File: src/rtl/legacy_dma_pkg.sv
package legacy_dma_pkg;
    localparam int NUM_CH = 4;
    localparam int CH_W   = $clog2(NUM_CH);
    localparam int OFF_W  = 4;
    localparam int BYTE_W = 8;
    localparam int WORD_W = 2 * BYTE_W;
    localparam int MODE_W = BYTE_W - CH_W;

    localparam logic [OFF_W-1:0] OFF_CMD    = 4'd8;
    localparam logic [OFF_W-1:0] OFF_REQ    = 4'd9;
    localparam logic [OFF_W-1:0] OFF_ONEMSK = 4'd10;
    localparam logic [OFF_W-1:0] OFF_MODE   = 4'd11;
    localparam logic [OFF_W-1:0] OFF_PTRCLR = 4'd12;
    localparam logic [OFF_W-1:0] OFF_MCLR   = 4'd13;
    localparam logic [OFF_W-1:0] OFF_UNMASK = 4'd14;
    localparam logic [OFF_W-1:0] OFF_ALLMSK = 4'd15;

    typedef struct packed {
        logic [1:0] svc;
        logic       dec;
        logic       autoi;
        logic [1:0] xfer;
    } chan_mode_t;
endpackage

File: src/rtl/dma_word_pair.sv
module dma_word_pair
    import legacy_dma_pkg::*;
(
    input  logic              clk,
    input  logic              rst_n,
    input  logic              ld_addr,
    input  logic              ld_cnt,
    input  logic              hi_sel,
    input  logic [BYTE_W-1:0] wbyte,
    output logic [WORD_W-1:0] base_addr,
    output logic [WORD_W-1:0] cur_addr,
    output logic [WORD_W-1:0] base_cnt,
    output logic [WORD_W-1:0] cur_cnt
);
    typedef struct packed {
        logic [WORD_W-1:0] ba;
        logic [WORD_W-1:0] ca;
        logic [WORD_W-1:0] bc;
        logic [WORD_W-1:0] cc;
    } words_t;

    words_t st_d, st_q;

    always_comb begin
        st_d = st_q;
        if (ld_addr) begin
            if (hi_sel) begin
                st_d.ba[WORD_W-1:BYTE_W] = wbyte;
                st_d.ca[WORD_W-1:BYTE_W] = wbyte;
            end else begin
                st_d.ba[BYTE_W-1:0] = wbyte;
                st_d.ca[BYTE_W-1:0] = wbyte;
            end
        end
        if (ld_cnt) begin
            if (hi_sel) begin
                st_d.bc[WORD_W-1:BYTE_W] = wbyte;
                st_d.cc[WORD_W-1:BYTE_W] = wbyte;
            end else begin
                st_d.bc[BYTE_W-1:0] = wbyte;
                st_d.cc[BYTE_W-1:0] = wbyte;
            end
        end
    end

    always_ff @(posedge clk or negedge rst_n) begin
        if (!rst_n) st_q <= '0;
        else        st_q <= st_d;
    end

    assign base_addr = st_q.ba;
    assign cur_addr  = st_q.ca;
    assign base_cnt  = st_q.bc;
    assign cur_cnt   = st_q.cc;
endmodule

File: src/rtl/dma_ctrl_regs.sv
module dma_ctrl_regs
    import legacy_dma_pkg::*;
(
    input  logic                     clk,
    input  logic                     rst_n,
    input  logic                     wr_en,
    input  logic                     rd_en,
    input  logic [OFF_W-1:0]         addr,
    input  logic [BYTE_W-1:0]        wdata,
    input  logic [NUM_CH-1:0]        tc_i,
    output logic                     ptr_hi_o,
    output logic [NUM_CH-1:0]        mask_o,
    output logic [NUM_CH-1:0]        tc_o,
    output logic [NUM_CH-1:0]        sreq_o,
    output logic [BYTE_W-1:0]        cmd_o,
    output logic [NUM_CH*MODE_W-1:0] mode_o
);
    typedef struct packed {
        logic                          ptr_hi;
        logic [NUM_CH-1:0]             mask;
        logic [NUM_CH-1:0]             tc;
        logic [NUM_CH-1:0]             sreq;
        logic [BYTE_W-1:0]             cmd;
        chan_mode_t [NUM_CH-1:0]       mode;
    } ctrl_t;

    ctrl_t st_d, st_q;
    logic  [CH_W-1:0] ch_sel;
    logic  word_port;

    assign ch_sel    = wdata[CH_W-1:0];
    assign word_port = !addr[OFF_W-1];

    always_comb begin
        st_d = st_q;
        if ((wr_en || rd_en) && word_port)
            st_d.ptr_hi = !st_q.ptr_hi;
        if (rd_en && !wr_en && addr == OFF_CMD)
            st_d.tc = '0;
        if (wr_en) begin
            case (addr)
                OFF_CMD:    st_d.cmd = wdata;
                OFF_REQ:    st_d.sreq[ch_sel] = wdata[2];
                OFF_ONEMSK: st_d.mask[ch_sel] = wdata[2];
                OFF_MODE:   st_d.mode[ch_sel] = chan_mode_t'(wdata[BYTE_W-1:CH_W]);
                OFF_PTRCLR: st_d.ptr_hi = 1'b0;
                OFF_MCLR: begin
                    st_d.ptr_hi = 1'b0;
                    st_d.tc     = '0;
                    st_d.sreq   = '0;
                    st_d.mask   = '1;
                end
                OFF_UNMASK: st_d.mask = '0;
                OFF_ALLMSK: st_d.mask = wdata[NUM_CH-1:0];
                default: ;
            endcase
        end
        st_d.tc = st_d.tc | tc_i;
    end

    always_ff @(posedge clk or negedge rst_n) begin
        if (!rst_n) begin
            st_q      <= '0;
            st_q.mask <= '1;
        end else begin
            st_q <= st_d;
        end
    end

    assign ptr_hi_o = st_q.ptr_hi;
    assign mask_o   = st_q.mask;
    assign tc_o     = st_q.tc;
    assign sreq_o   = st_q.sreq;
    assign cmd_o    = st_q.cmd;
    assign mode_o   = st_q.mode;
endmodule

File: src/rtl/legacy_dma_regs.sv
module legacy_dma_regs
    import legacy_dma_pkg::*;
(
    input  logic                     clk,
    input  logic                     rst_n,
    input  logic [OFF_W-1:0]         io_addr,
    input  logic [BYTE_W-1:0]        io_wdata,
    input  logic                     io_wr,
    input  logic                     io_rd,
    output logic [BYTE_W-1:0]        io_rdata,
    input  logic [NUM_CH-1:0]        dreq_i,
    input  logic [NUM_CH-1:0]        tc_i,
    output logic [NUM_CH-1:0]        mask_o,
    output logic [BYTE_W-1:0]        cmd_o,
    output logic                     ctrl_off_o,
    output logic [NUM_CH*MODE_W-1:0] mode_o,
    output logic [NUM_CH*WORD_W-1:0] base_addr_o,
    output logic [NUM_CH*WORD_W-1:0] cur_addr_o,
    output logic [NUM_CH*WORD_W-1:0] base_cnt_o,
    output logic [NUM_CH*WORD_W-1:0] cur_cnt_o
);
    logic              ptr_hi;
    logic [NUM_CH-1:0] tc_q;
    logic [NUM_CH-1:0] sreq_q;
    logic [WORD_W-1:0] ca_w [NUM_CH];
    logic [WORD_W-1:0] cc_w [NUM_CH];
    logic [CH_W-1:0]   port_ch;
    logic              port_is_cnt;
    logic              port_hit;
    logic [WORD_W-1:0] sel_word;

    assign port_hit    = !io_addr[OFF_W-1];
    assign port_ch     = io_addr[CH_W:1];
    assign port_is_cnt = io_addr[0];

    dma_ctrl_regs u_ctrl (
        .clk      (clk),
        .rst_n    (rst_n),
        .wr_en    (io_wr),
        .rd_en    (io_rd),
        .addr     (io_addr),
        .wdata    (io_wdata),
        .tc_i     (tc_i),
        .ptr_hi_o (ptr_hi),
        .mask_o   (mask_o),
        .tc_o     (tc_q),
        .sreq_o   (sreq_q),
        .cmd_o    (cmd_o),
        .mode_o   (mode_o)
    );

    for (genvar g = 0; g < NUM_CH; g++) begin : g_chan
        logic [WORD_W-1:0] ba, bc;
        logic              hit;
        assign hit = io_wr && port_hit && (port_ch == CH_W'(g));
        dma_word_pair u_words (
            .clk       (clk),
            .rst_n     (rst_n),
            .ld_addr   (hit && !port_is_cnt),
            .ld_cnt    (hit && port_is_cnt),
            .hi_sel    (ptr_hi),
            .wbyte     (io_wdata),
            .base_addr (ba),
            .cur_addr  (ca_w[g]),
            .base_cnt  (bc),
            .cur_cnt   (cc_w[g])
        );
        assign base_addr_o[g*WORD_W +: WORD_W] = ba;
        assign cur_addr_o[g*WORD_W +: WORD_W]  = ca_w[g];
        assign base_cnt_o[g*WORD_W +: WORD_W]  = bc;
        assign cur_cnt_o[g*WORD_W +: WORD_W]   = cc_w[g];
    end

    assign ctrl_off_o = cmd_o[2];
    assign sel_word   = port_is_cnt ? cc_w[port_ch] : ca_w[port_ch];

    always_comb begin
        io_rdata = '0;
        if (io_rd && !io_wr) begin
            if (port_hit)
                io_rdata = ptr_hi ? sel_word[WORD_W-1:BYTE_W] : sel_word[BYTE_W-1:0];
            else if (io_addr == OFF_CMD)
                io_rdata = {dreq_i | sreq_q, tc_q};
        end
    end
endmodule

File: config.mk
export PLATFORM = sky130hd
export DESIGN_NAME = legacy_dma_regs
export DESIGN_NICKNAME = d
export VERILOG_FILES = /design/src/rtl/legacy_dma_pkg.sv /design/src/rtl/dma_word_pair.sv /design/src/rtl/dma_ctrl_regs.sv /design/src/rtl/legacy_dma_regs.sv
export SDC_FILE = /design/constraint.sdc
export NUM_CORES = 1
export LEC_CHECK = 0
export BUFFER_PORTS_ARGS = -buffer_cell sky130_fd_sc_hd__buf_2
export CORE_MARGIN = 4
export CORE_UTILIZATION = 49
export CTS_CLUSTER_SIZE = 12
export DETAILED_ROUTE_END_ITERATION = 10
export PLACE_DENSITY_LB_ADDON = 0.1
export RECOVER_POWER = 100
export SLEW_MARGIN = 30
export SYNTH_ARGS = -nofsm -noshare
export SYNTH_HDL_FRONTEND = slang
export SYNTH_SLANG_ARGS = --single-unit
File: constraint.sdc
create_clock -name clk -period 2.9 [get_ports clk]
set_clock_uncertainty 0.15 [all_clocks]
set_input_delay 0.145 -clock clk [delete_from_list [all_inputs] [get_ports clk]]
set_output_delay 0.145 -clock clk [all_outputs]
set_load 0.005 [all_outputs]
# Word-level counts from Yosys, hierarchy flattened
# Cells that the tools add are included.
totals:
  ff_bits: 173
  latchBits: 0
  ramBits: 0
  romBits: 0
  in_bits: 24
  out_inout_bits: 301
  wordCells: 128
  mem_count: 0
op_classes:
  n_addsub: 0
  n_mul: 0
  div_mod_pow: 0
  magnitude_cmp: 3
  n_eq_ne: 11
  n_shift: 0
  muxes: 27
  bitwise_logic: 4
  reduce_logical: 46
op_table:
  columns: ["op", "count"]
  rows:
  - ["$mux 16", 5]
  - ["$bmux 16 s2", 2]
  - ["$mux 45", 1]
  - ["$mux 8", 5]
  - ["$reduce_and 2->1", 20]
  - ["$eq 4x4->1 const B", 8]
  - ["$bwmux 24", 1]
  - ["$mux 24", 1]
  - ["$logic_and 1x1->1", 17]
  - ["$pmux 4 s4", 1]
  - ["$demux 6 s2", 1]
  - ["$bwmux 4", 2]
  - ["$mux 4", 2]
  - ["$or 4x4->4", 2]
  - ["$pmux 4 s2", 1]
  - ["$mux 6", 1]
  - ["$eq 2x2->1 const B", 2]
  - ["$logic_not 1->1", 4]
  - ["$reduce_bool 4->1", 1]
  - ["$ge 3x3->1 const B", 1]
  - ["$lt 2x3->1 const B", 1]
  - ["$mux 1", 3]
  - ["$not 2->3", 1]
  - ["$demux 1 s2", 1]
  - ["7 further kinds", 7]

# Longest topological paths before layout
# Gate-level depths: netlist (run 1).
depth:
  word_depth: 8
  ltp_mapped: 9
  ltp_nobuf: 5

# Cells and area by module
# From an unflattened synthesis (run 1), not the netlist that was laid out.
unflattened:
  cells_unflattened: 725
  area_unflattened_um2: 9556.7
by_module_without_submodules:
  columns: ["module", "instances", "cells_each", "area_each_um2", "seq_area_each_um2"]
  rows:
  - ["dma_word_pair", 4, 102, 1524.0, 800.8]
  - ["dma_ctrl_regs", 1, 146, 2067.0, 1131.1]
  - ["legacy_dma_regs", 1, 171, 1393.8, 0.0]

# Worst setup path before layout (run 1)
# Ideal clock, no wire load.
synth_timing:
  path_kind: "register -> output"
  startpoint: "register u_ctrl.st_q, in the netlist u_ctrl.ptr_hi_o"
  endpoint: "output port io_rdata[5]"
  arrival_ps: 1584
  required_time_ps: 2605
  path_slack_ps: 1021
  stages_incl_launch_ff: 7
  n_path_buf: 2
  path_cell_list: "dfrtp_1 -> buf_6 -> or3_1 -> buf_2 -> or3_1 -> o21a_1 -> o21ai_1"
synth_via:
  elab_chain_len: 3
synth_lines:
  columns: ["item", "line", "text"]
  rows:
  - ["from (decl)", "dma_ctrl_regs.sv:27", "ctrl_t st_d, st_q;"]
  - ["from (signal assigned)", "dma_ctrl_regs.sv:66", "st_q <= st_d;"]
  - ["$mux 8", "legacy_dma_regs.sv:81", "io_rdata = ptr_hi ? sel_word[WORD_W-1:BYTE_W] : sel_word[BYTE_W-1:0];"]
  - ["$mux 8", "legacy_dma_regs.sv:80", "if (port_hit)"]
  - ["$mux 8", "legacy_dma_regs.sv:79", "if (io_rd && !io_wr) begin"]
  - ["to (decl)", "legacy_dma_regs.sv:10", "output logic [BYTE_W-1:0] io_rdata,"]
# Every way passes these cells.

# Worst setup path after layout (run 1)
layout_timing:
  startpoint: "input port io_rd"
  endpoint: "output port io_rdata[5]"
layout_via:
  elab_chain_len: 2
layout_lines:
  columns: ["item", "line", "text"]
  rows:
  - ["from (decl)", "legacy_dma_regs.sv:9", "input logic io_rd,"]
  - ["$logic_and 1x1->1", "legacy_dma_regs.sv:79", null]
  - ["$mux 8", "legacy_dma_regs.sv:79", null]
# Every way passes these cells.

==> impl_metrics.yaml, run 1 <==
yosys:
  synth_sequential_area_ratio_pct: 47.9
  async_reset_ff_share_pct: 100
  synth.yosys.warnings: 0
  synthDistinctLibCells: 52
  syn-num-nets: 766
  syn_area_per_cell_um2: 12.2
  syn_inst: 742
  syn_area_mm2: 0.00904
  synth_enable_flop_cells: 0
  top_ff_cell_synth: "dfrtp_1"
  ys_ff_latch: 173
floorplan:
  starting_density_of_the_core_pct: 50.2
  chipHeight_um: 144
  fp.dieArea_mm2: 0.0207
  rows: 49
  die-width_um: 144
  ios: 325
  core_area_mm2: 0.0180
power_and_ir_drop:
  power.total_mw: 8.13
  share_clk_of_total_power_pct: 30.5
  power.leakage_nw: 4.86
  switching_share_pct: 31.5
  power.net_switching_mw: 2.56
  comb_power_share_pct: 25.5
  intPower_mw: 5.57
  p_per_area_mw_per_mm2: 791
  sequentialPowerShare_pct: 44.0
  ir_drop_mv: 0.409
critical_path:
  critical_path_buf_inv_count: 3
  path_class: "in -> out"
  worst-endpoint-arrival_ns: 2.35
  slowest_delay_ns: 0.55
  slowest_stage: "dlygate4sd3_1"
  cpLargestDelayFamily: "simple AND/OR/NAND/NOR gates"
  required_ns: 2.61
  crit_path_start_kind: "input port"
  end_kind: "output pin"
  timing.critical_path.cells: "dlygate4sd3_1 -> clkbuf_1 -> nand2b_2 -> or3_1 -> or3_1 -> o21a_1 -> o21ai_1 -> clkbuf_1"
  crit_path_max_fanout: 8
sta:
  relative_slew_slack_pct: -24.0
  finalCriticalPeriod_ns: 2.64
  final-setup-viol-count: 0
  setup_total_negative_slack_ns: 0
  max_clk_rate_mhz: 379
  timing_worst_slew_pin_value_ns: 1.86
  period_share_pct: 91.1
  finalMaxSlewViolations: 76
  final-hold-violation-count: 0
  worst_slack_ns: 0.258
  unrepaired_setup_endpoints_after_global_routing: "no"
drt:
  drt-total-wl_mm: 26.9
  drt_drc_violations_left: 0
  met3WireLength_mm: 1.78
  dr.first_iter.drc_count: 278
  route.vias.total: 6518
  firstDrtPassIters: 4
  post_drt_wl_per_cell_um: 22.9
  met2WireLength_mm: 13.7
  final_antenna_net_count: 0
  route.top_layer_used: "met5"
  wirelength_met1_mm: 11.0
  vias_per_cell: 5.54
clock_tree:
  clkLatencyLatePin_ns: 0.42
  htree_num_levels: 4
  cts-buffers-inserted: 17
  clk_path_buf_depth: 2
  cts_tree: "done"
  clk_transition_reported_paths_ns: 0.07
  number_of_sinks_on_the_clock_net: 173
  clk_root_buffer_cell: "clkbuf_16"
layout:
  layout.cells.most_common_list: "dfrtp_1, buf_2, clkbuf_1"
  final_common_cell: "dfrtp_1"
  areaGrowthSynthToFinish_pct: 13.7
  final_net_count: 957
  post-route-cell-area_mm2: 0.0103
  n_fill_cell: 1650
  proportion_of_layout_cells_with_a_drive_suffix_above_1_pct: 40.5
grt:
  grt_antenna_before_repair: 2
  first_pass_grt_wire_length_mm: 40.7
  first_global_vias: 6649
  grt.total_usage_pct: 26.1
  grt_overflow: 0
  pin_count_of_the_biggest_net_entering_global_routing: 76
hold_path:
  path_category_of_the_worst_min_delay_check: "in -> reg"
placed_design:
  placement.io_buffers: 324
  dpl-instance-area_mm2: 0.00987
  globalplace.congestion: 0.875
  pre_cts_ws_ns: 0.528
  post-dp-hpwl_mm: 19.7
job:
  drv_cap: 1
run_status:
  outcome: "complete, but fails checks"
  failed_checks: "capacitance limit, slew limit"
==> power groups by stage <==
stage / clock [mW] / sequential [mW] / combinational [mW]
after CTS: 2.52 / 3.57 / 2.26
final: 2.48 / 3.57 / 2.07
after detailed placement: 0 / 3.61 / 2.25
after global placement: 0 / 3.57 / 2.23
after floorplan: 0 / 3.49 / 1.55
after global routing: 2.62 / 3.67 / 2.29
==> synth_stat cells (all sizes together), types with 10 or more instances <==
master  number  area, um^2
o21ai       30         150
mux2       156        1760
a21oi       17        85.1
nor2b       13        81.3
nor2        25         106
nor3        10        98.9
mux2i       27         270
mux4        14         315
clkbuf      19        71.3
buf        152        1120
nand2       40         160
dfrtp      169        4230
==> layer usage <==
metal  global-route usage (%)  vias to the layer above
li1                         -                     2866
met1                     34.3                     3360
met2                     44.7                      265
met3                     4.66                       25
met4                     7.09                        2
met5                        0                        -
==> stage by stage <==
step | hold WS (ns) | cells | utilization (%)
final | 0.0679 | 1176 | 57.0
after global routing | 0.0869 | 1176 | 57.0
after CTS | 0.0632 | 1175 | 58.7
after detailed placement | 0.0488 | 1136 | 54.8
after global placement | 0.0435 | 1136 | 54.8
after floorplan | -0.301 | 742 | -
==> what timing repair did <==
item | in CTS | in global routing
hold endpoints to repair | 77 | 0
buffers inserted | 0 | 0
setup endpoints to repair | 0 | 1
hold buffers | 7 | 0
resized for setup | 0 | 1
==> cell families after synthesis <==
family                 count (synthesis)  share of synthesized area [%]
muxes                                197                           25.9
buffers and inverters                175                           13.4
DFF                                  173                           47.9
and+or+nand+nor                      114                           7.14
AOI/OAI and AO/OA                     83                           5.65
==> final cells by class <==
| class | instances | area [um^2] | share of cell area [%] |
|---|---|---|---|
| clock inverters | 14 | 204 | 1.98 |
| well taps | 229 | 287 | 2.79 |
| multi-input cells | 394 | 3420 | 33.3 |
| flip-flops and latches | 173 | 4330 | 42.2 |
| clock buffers | 18 | 439 | 4.27 |
| inverters | 4 | 15.0 | 0.146 |
| diodes | 1 | 2.50 | 0.0243 |
| repair buffers | 343 | 1580 | 15.4 |
==> path summary, 6_finish.rpt <==
path	start	to	slack, ns	depth (start not counted)
setup reg to reg	u_ctrl.ptr_hi_o	g_chan[3].u_words.cur_addr[5]	0.41	3
min in group asynchronous	rst_n	g_chan[0].u_words.cur_addr[0]	0.62	2
max in group asynchronous	rst_n	u_ctrl.cmd_o[7]	0.53	3
setup / recovery	io_rd	io_rdata[5]	0.26	8
hold reg to reg	u_ctrl.tc_o[1]	u_ctrl.tc_o[1]	0.34	1
hold / removal	io_wdata[2]	g_chan[1].u_words.base_cnt[10]	0.07	2
Note: power is estimated with default switching activity, not from simulation.
==> run 2: changes to the inputs <==
Settings changed: CTS_BUF_LIST set to sky130_fd_sc_hd__clkbuf_8.
==> run 2 against run 1 <==
The flow still finishes with violations (capacitance limit, slew limit); cell count unchanged; combinational power about the same; register-to-register slack got worse by 0.09 ns; highest routed layer is now met4.
==> impl_metrics.yaml, run 2 (same netlist as run 1, synthesis figures left out) <==
sta:
  unrepaired_setup_endpoints_after_global_routing: "no"
  final-setup-viol-count: 0
  max_clk_rate_mhz: 374
  relative_slew_slack_pct: -25.2
  setup_total_negative_slack_ns: 0
  final-hold-violation-count: 0
  period_share_pct: 92.2
  finalCriticalPeriod_ns: 2.67
  finalMaxSlewViolations: 76
  fin_hold_ws_ns: 0.0245
  timing_worst_slew_pin_value_ns: 1.88
power_and_ir_drop:
  ir_drop_mv: 0.355
  sequentialPowerShare_pct: 47.2
  switching_share_pct: 33.0
  power.total_mw: 7.56
  share_clk_of_total_power_pct: 25.3
  p_per_area_mw_per_mm2: 749
  comb_power_share_pct: 27.4
  power.leakage_nw: 4.77
  intPower_mw: 5.06
  power.net_switching_mw: 2.49
floorplan:
  starting_density_of_the_core_pct: 50.2
  ios: 325
  rows: 49
  die-width_um: 144
  chipHeight_um: 144
  core_area_mm2: 0.0180
  fp.dieArea_mm2: 0.0207
placed_design:
  placement.io_buffers: 324
  dp_cells: 1136
  globalplace.congestion: 0.875
  post-dp-hpwl_mm: 19.7
  dpl-instance-area_mm2: 0.00987
critical_path:
  path_class: "reg -> out"
  required_ns: 2.61
  reg2reg_slack_ns: 0.32
  end_kind: "output pin"
  worst_path_most_repeated_cell: "or3_1"
  slowest_stage: "or3_1"
  worst_r2r_path_depth: 3
  crit_path_max_fanout: 9
  timing.critical_path.cells: "or3_1 -> or3_1 -> o21a_1 -> o21ai_1 -> clkbuf_1"
  ff_to_ff_start: "u_ctrl.ptr_hi_o"
  cpLargestDelayFamily: "simple AND/OR/NAND/NOR gates"
  crit_path_start_kind: "flip-flop"
  regToRegEndpoint: "g_chan[3].u_words.cur_addr[5]"
  slowest_delay_ns: 0.58
  worst-endpoint-arrival_ns: 2.38
  critical_path_buf_inv_count: 1
clock_tree:
  cts_setup_buffers: 0
  cts_tree: "done"
  cts-buffers-inserted: 17
  clk_transition_reported_paths_ns: 0.10
  clk_path_buf_depth: 2
  clk_root_buffer_cell: "clkbuf_8"
  clkLatencyLatePin_ns: 0.46
  htree_num_levels: 4
  number_of_sinks_on_the_clock_net: 173
drt:
  vias_per_cell: 5.56
  drt_drc_violations_left: 0
  firstDrtPassIters: 4
  dr.first_iter.drc_count: 235
  drt-total-wl_mm: 26.8
  post_drt_wl_per_cell_um: 22.8
  route.vias.total: 6543
  final_antenna_net_count: 0
hold_path:
  hold-path-cell-count: 2
  holdPathEnd: "g_chan[1].u_words.base_cnt[10]"
  path_category_of_the_worst_min_delay_check: "in -> reg"
  worstHoldStart: "io_wdata[2]"
run_status:
  outcome: "complete, but fails checks"
  failed_checks: "capacitance limit, slew limit"
layout:
  layout.cells.non_filler: 1176
  layout.cells.most_common_list: "dfrtp_1, buf_2, clkbuf_1"
  final_net_count: 957
  final_common_cell: "dfrtp_1"
  post-route-cell-area_mm2: 0.0101
  proportion_of_layout_cells_with_a_drive_suffix_above_1_pct: 40.5
  areaGrowthSynthToFinish_pct: 11.6
grt:
  pin_count_of_the_biggest_net_entering_global_routing: 76
  grt_antenna_before_repair: 1
  globalRouteMet3Util_pct: 5.59
  grt_overflow: 0
  grt.busiest_layer: "met2"
  first_pass_grt_wire_length_mm: 40.5
  met2_usage_pct: 44.6
  first_global_vias: 6609
  grt.met1_usage_pct: 34.1
  grt.total_usage_pct: 26.0
job:
  drv_cap: 1
[run 2: cell count changes in the layout (fill, tap and decap cells not counted), sizes merged]
| cell | delta |
|---|---|
| buf | -1 |
| clkbuf | +1 |
[run 2: layout make-up]
type                       count  area (um^2)
tap                          229          287
timing repair buffer         343         1580
sequential                   173         4330
clock buffer                  18          248
inverter                       4         15.0
clock inverter                14          204
multi-input combinational    394         3420
antenna                        1         2.50
fill                        1676         7930
[run 2: worst reg2reg max path: cells and delay by family (launching register included)]
kind                   cells  cell delay, ns
buffers and inverters      1            0.36
DFF                        1            0.48
muxes                      1            0.37
and+or+nand+nor            1            1.09
[run 2: timing repair]
item                                    in CTS  in global routing
hold buffers                                 7                  0
hold endpoints to repair                    81                  0
endpoints found under the setup margin       0                  2
resized for setup                            0                  1
[run 2: routing by layer]
layer	vias to the layer above	wire, um
met3	20	1800
met5	-	0
li1	2858	-
met4	0	293
met2	269	13600
met1	3396	11000
[run 2: metrics by stage]
step	worst slack, ns	utilization [%]
floorplan	1.02	-
global placement	0.561	54.8
detailed placement	0.528	54.8
CTS	0.0542	57.6
global route	0.139	56.0
finish	0.227	56.0
[run 2: power by group through the flow]
stage	combinational [mW]	clock [mW]	sequential [mW]
6_report	2.07	1.91	3.57
4_1_cts	2.26	1.95	3.56
5_1_grt	2.28	2.04	3.66
3_5_place_dp	2.25	0	3.61
3_3_place_gp	2.23	0	3.57
2_1_floorplan	1.55	0	3.49
[run 2: how the worst max path moves through the flow]
stage | start | end | slack (ns) | depth (start not counted)
CTS | u_ctrl.ptr_hi_o | io_rdata[3] | 0.05 | 6
global route | u_ctrl.ptr_hi_o | io_rdata[5] | 0.14 | 5
detailed placement | io_addr[2] | io_rdata[7] | 0.53 | 7
floorplan | u_ctrl.ptr_hi_o | io_rdata[5] | 1.02 | 6
global placement | io_addr[2] | io_rdata[7] | 0.56 | 7
finish | u_ctrl.ptr_hi_o | io_rdata[5] | 0.23 | 5
==> run 3: changes to the inputs <==
Settings changed: SYNTH_HIERARCHICAL set to 1.
==> run 3 against run 2 <==
The flow still finishes with violations (capacitance limit, slew limit); synthesized cell count fell by 2.3%; setup slack worse by 0.080 ns; register-to-register slack better by 0.79 ns; critical path depth grew 1; clock power fell by 9%; first-iteration DRC count rose by 97%; global-route usage is 0.62 points lower; combinational power grew 5%; non-clock buffer count shrank 2; die area increased by 5.4%; clock-buffer cell count is the same; largest power group unchanged; highest routed layer unchanged.
==> impl_metrics.yaml, run 3 <==
run_status:
  outcome: "complete, but fails checks"
  failed_checks: "capacitance limit, slew limit"
floorplan:
  starting_density_of_the_core_pct: 50.4
  die-width_um: 148
  ios: 325
  chipHeight_um: 148
  core_area_mm2: 0.0190
  fp.dieArea_mm2: 0.0218
  rows: 50
placed_design:
  placement.io_buffers: 324
  post-dp-hpwl_mm: 20.7
  globalplace.congestion: 0.906
  dpl-instance-area_mm2: 0.0104
layout:
  post-route-cell-area_mm2: 0.0103
  n_fill_cell: 1798
  final_common_cell: "buf_2"
  utilization_pct: 54.3
  areaGrowthSynthToFinish_pct: 7.65
  insertedDiodeCount: 0
  area_occupied_by_multi_input_gates_mm2: 0.00359
  layout.cells.most_common_list: "buf_2, dfrtp_1, clkbuf_1"
  area.sequential_mm2: 0.00433
  proportion_of_layout_cells_with_a_drive_suffix_above_1_pct: 38.1
  final_net_count: 949
yosys:
  synth.yosys.warnings: 6
  syn-num-nets: 749
  synthDistinctLibCells: 67
  yosys.cell_count.top_type: "dfrtp_1"
  syn_area_per_cell_um2: 13.2
  synth_enable_flop_cells: 0
  ys_ff_latch: 173
  netlist_top_cells_area: "dfrtp_1, mux2_2, mux2_4, buf_4, mux2i_1"
  syn_area_mm2: 0.00956
  ys_top_cells_by_count: "dfrtp_1, buf_4, mux2_2, mux2_4, mux2i_1"
  synth_sequential_area_ratio_pct: 45.4
  synth_top_cell_area_share_pct: 44.3
  syn_inst: 725
  synthDominantAreaCellType: "dfrtp_1"
  async_reset_ff_share_pct: 100
  top_ff_cell_synth: "dfrtp_1"
hold_path:
  hold-path-cell-count: 3
  worstHoldStart: "io_addr[3]"
  path_category_of_the_worst_min_delay_check: "in -> reg"
clock_tree:
  cts-buffers-inserted: 17
  htree_num_levels: 4
  clk_transition_reported_paths_ns: 0.09
  post_cts_resize_count: 0
  clk_path_buf_depth: 2
  clk_root_buffer_cell: "clkbuf_8"
  number_of_sinks_on_the_clock_net: 173
  clkLatencyLatePin_ns: 0.45
  cts_tree: "done"
drt:
  final_antenna_net_count: 0
  drt-total-wl_mm: 28.3
  vias_per_cell: 5.52
  drt_drc_violations_left: 0
  route.vias.total: 6608
  firstDrtPassIters: 5
  post_drt_wl_per_cell_um: 23.6
  dr.first_iter.drc_count: 463
sta:
  unrepaired_setup_endpoints_after_global_routing: "no"
  finalMaxSlewViolations: 80
  final-hold-violation-count: 0
  period_share_pct: 94.9
  final-setup-viol-count: 0
  finalCriticalPeriod_ns: 2.75
  relative_slew_slack_pct: -36.9
  timing_worst_slew_pin_value_ns: 2.05
  max_clk_rate_mhz: 363
  fin_hold_ws_ns: 0.0663
  setup_total_negative_slack_ns: 0
grt:
  first_pass_grt_wire_length_mm: 42.0
  grt_overflow: 0
  first_global_vias: 6762
  pin_count_of_the_biggest_net_entering_global_routing: 81
  grt.total_usage_pct: 25.4
  grt_antenna_before_repair: 0
critical_path:
  worst_r2r_path_depth: 3
  regToRegEndpoint: "g_chan[2].u_words/cur_cnt[7]"
  required_ns: 2.61
  crit_path_max_fanout: 35
  ff_to_ff_start: "u_ctrl/ptr_hi_o"
  end_kind: "output pin"
  crit_path_start_kind: "input port"
  reg2reg_slack_ns: 1.11
  path_class: "in -> out"
  worst-endpoint-arrival_ns: 2.46
job:
  drv_cap: 1
power_and_ir_drop:
  ir_drop_mv: 0.314
  power.leakage_nw: 5.02
  power.total_mw: 7.49
  p_per_area_mw_per_mm2: 728
-- run 3: cell types whose count changed after synthesis, sizes merged, moves of 6 or more --
cell / previous run / this run
o22ai: 3 / 15
mux4: 14 / 2
o21ai: 30 / 11
nand2: 40 / 24
nor2b: 13 / 5
a2bb2oi: 0 / 6
nand2b: 7 / 18
nor2: 25 / 13
clkbuf: 19 / 3
mux2: 156 / 188
a21oi: 17 / 6
-- run 3: area by class of cell --
cell class / count / share of cell area, %
clock inverters: 14 / 1.52
inverters: 5 / 0.182
well taps: 260 / 3.16
clock buffers: 18 / 2.41
multi-input cells: 387 / 34.9
flip-flops and latches: 173 / 42.1
repair buffers: 341 / 15.7
-- run 3: how the worst max path moves through the flow --
| stage | start | to | slack, ns |
|---|---|---|---|
| 5_1_grt | rst_n | g_chan[0].u_words/base_addr[6] | 0.08 |
| 2_1_floorplan | io_addr[2] | g_chan[0].u_words/base_addr[0] | 0.91 |
| 3_3_place_gp | io_addr[2] | io_rdata[5] | 0.61 |
| 4_1_cts | u_ctrl/ptr_hi_o | io_rdata[4] | 0.26 |
| 3_5_place_dp | io_addr[2] | io_rdata[2] | 0.60 |
| 6_report | io_addr[2] | io_rdata[0] | 0.15 |
-- run 3: cell families after synthesis --
logic type / Yosys count / synth area share (%)
buffers and inverters: 165 / 13.0
and+or+nand+nor: 87 / 6.79
muxes: 213 / 28.0
DFF: 173 / 45.4
AOI/OAI and AO/OA: 87 / 6.91
-- run 3: repair_timing --
action | in CTS | in global routing
endpoints found under the hold margin | 83 | 0
buffers inserted | 0 | 0
hold buffers | 8 | 0
-- run 3: stage by stage --
stage	instances	setup slack, ns
6_report	1198	0.147
5_1_grt	1198	0.0759
4_1_cts	1198	0.257
3_5_place_dp	1158	0.596
3_3_place_gp	1158	0.610
2_1_floorplan	725	0.908
-- run 3: critical path, stage by stage --
cell and delay [ns]:
clkbuf_2 0.74, nand2b_1 0.41, o22ai_1 0.19, a2111oi_1 0.61, a221o_1 0.21, buf_2 0.12
-- run 3: routing by layer --
layer	track usage [%]	share of wire (%)	up-vias
met5	0	0	-
met4	5.78	0.93	0
met3	5.55	7.2	18
met2	42.6	50	318
met1	33.9	42	3381
li1	-	-	2891
-- run 3: where the power goes --
| part | switching, mW | internal, mW |
|---|---|---|
| Clock | 0.934 | 0.806 |
| Sequential | 0.619 | 2.96 |
| Combinational | 1.03 | 1.14 |
| Total | 2.59 | 4.90 |
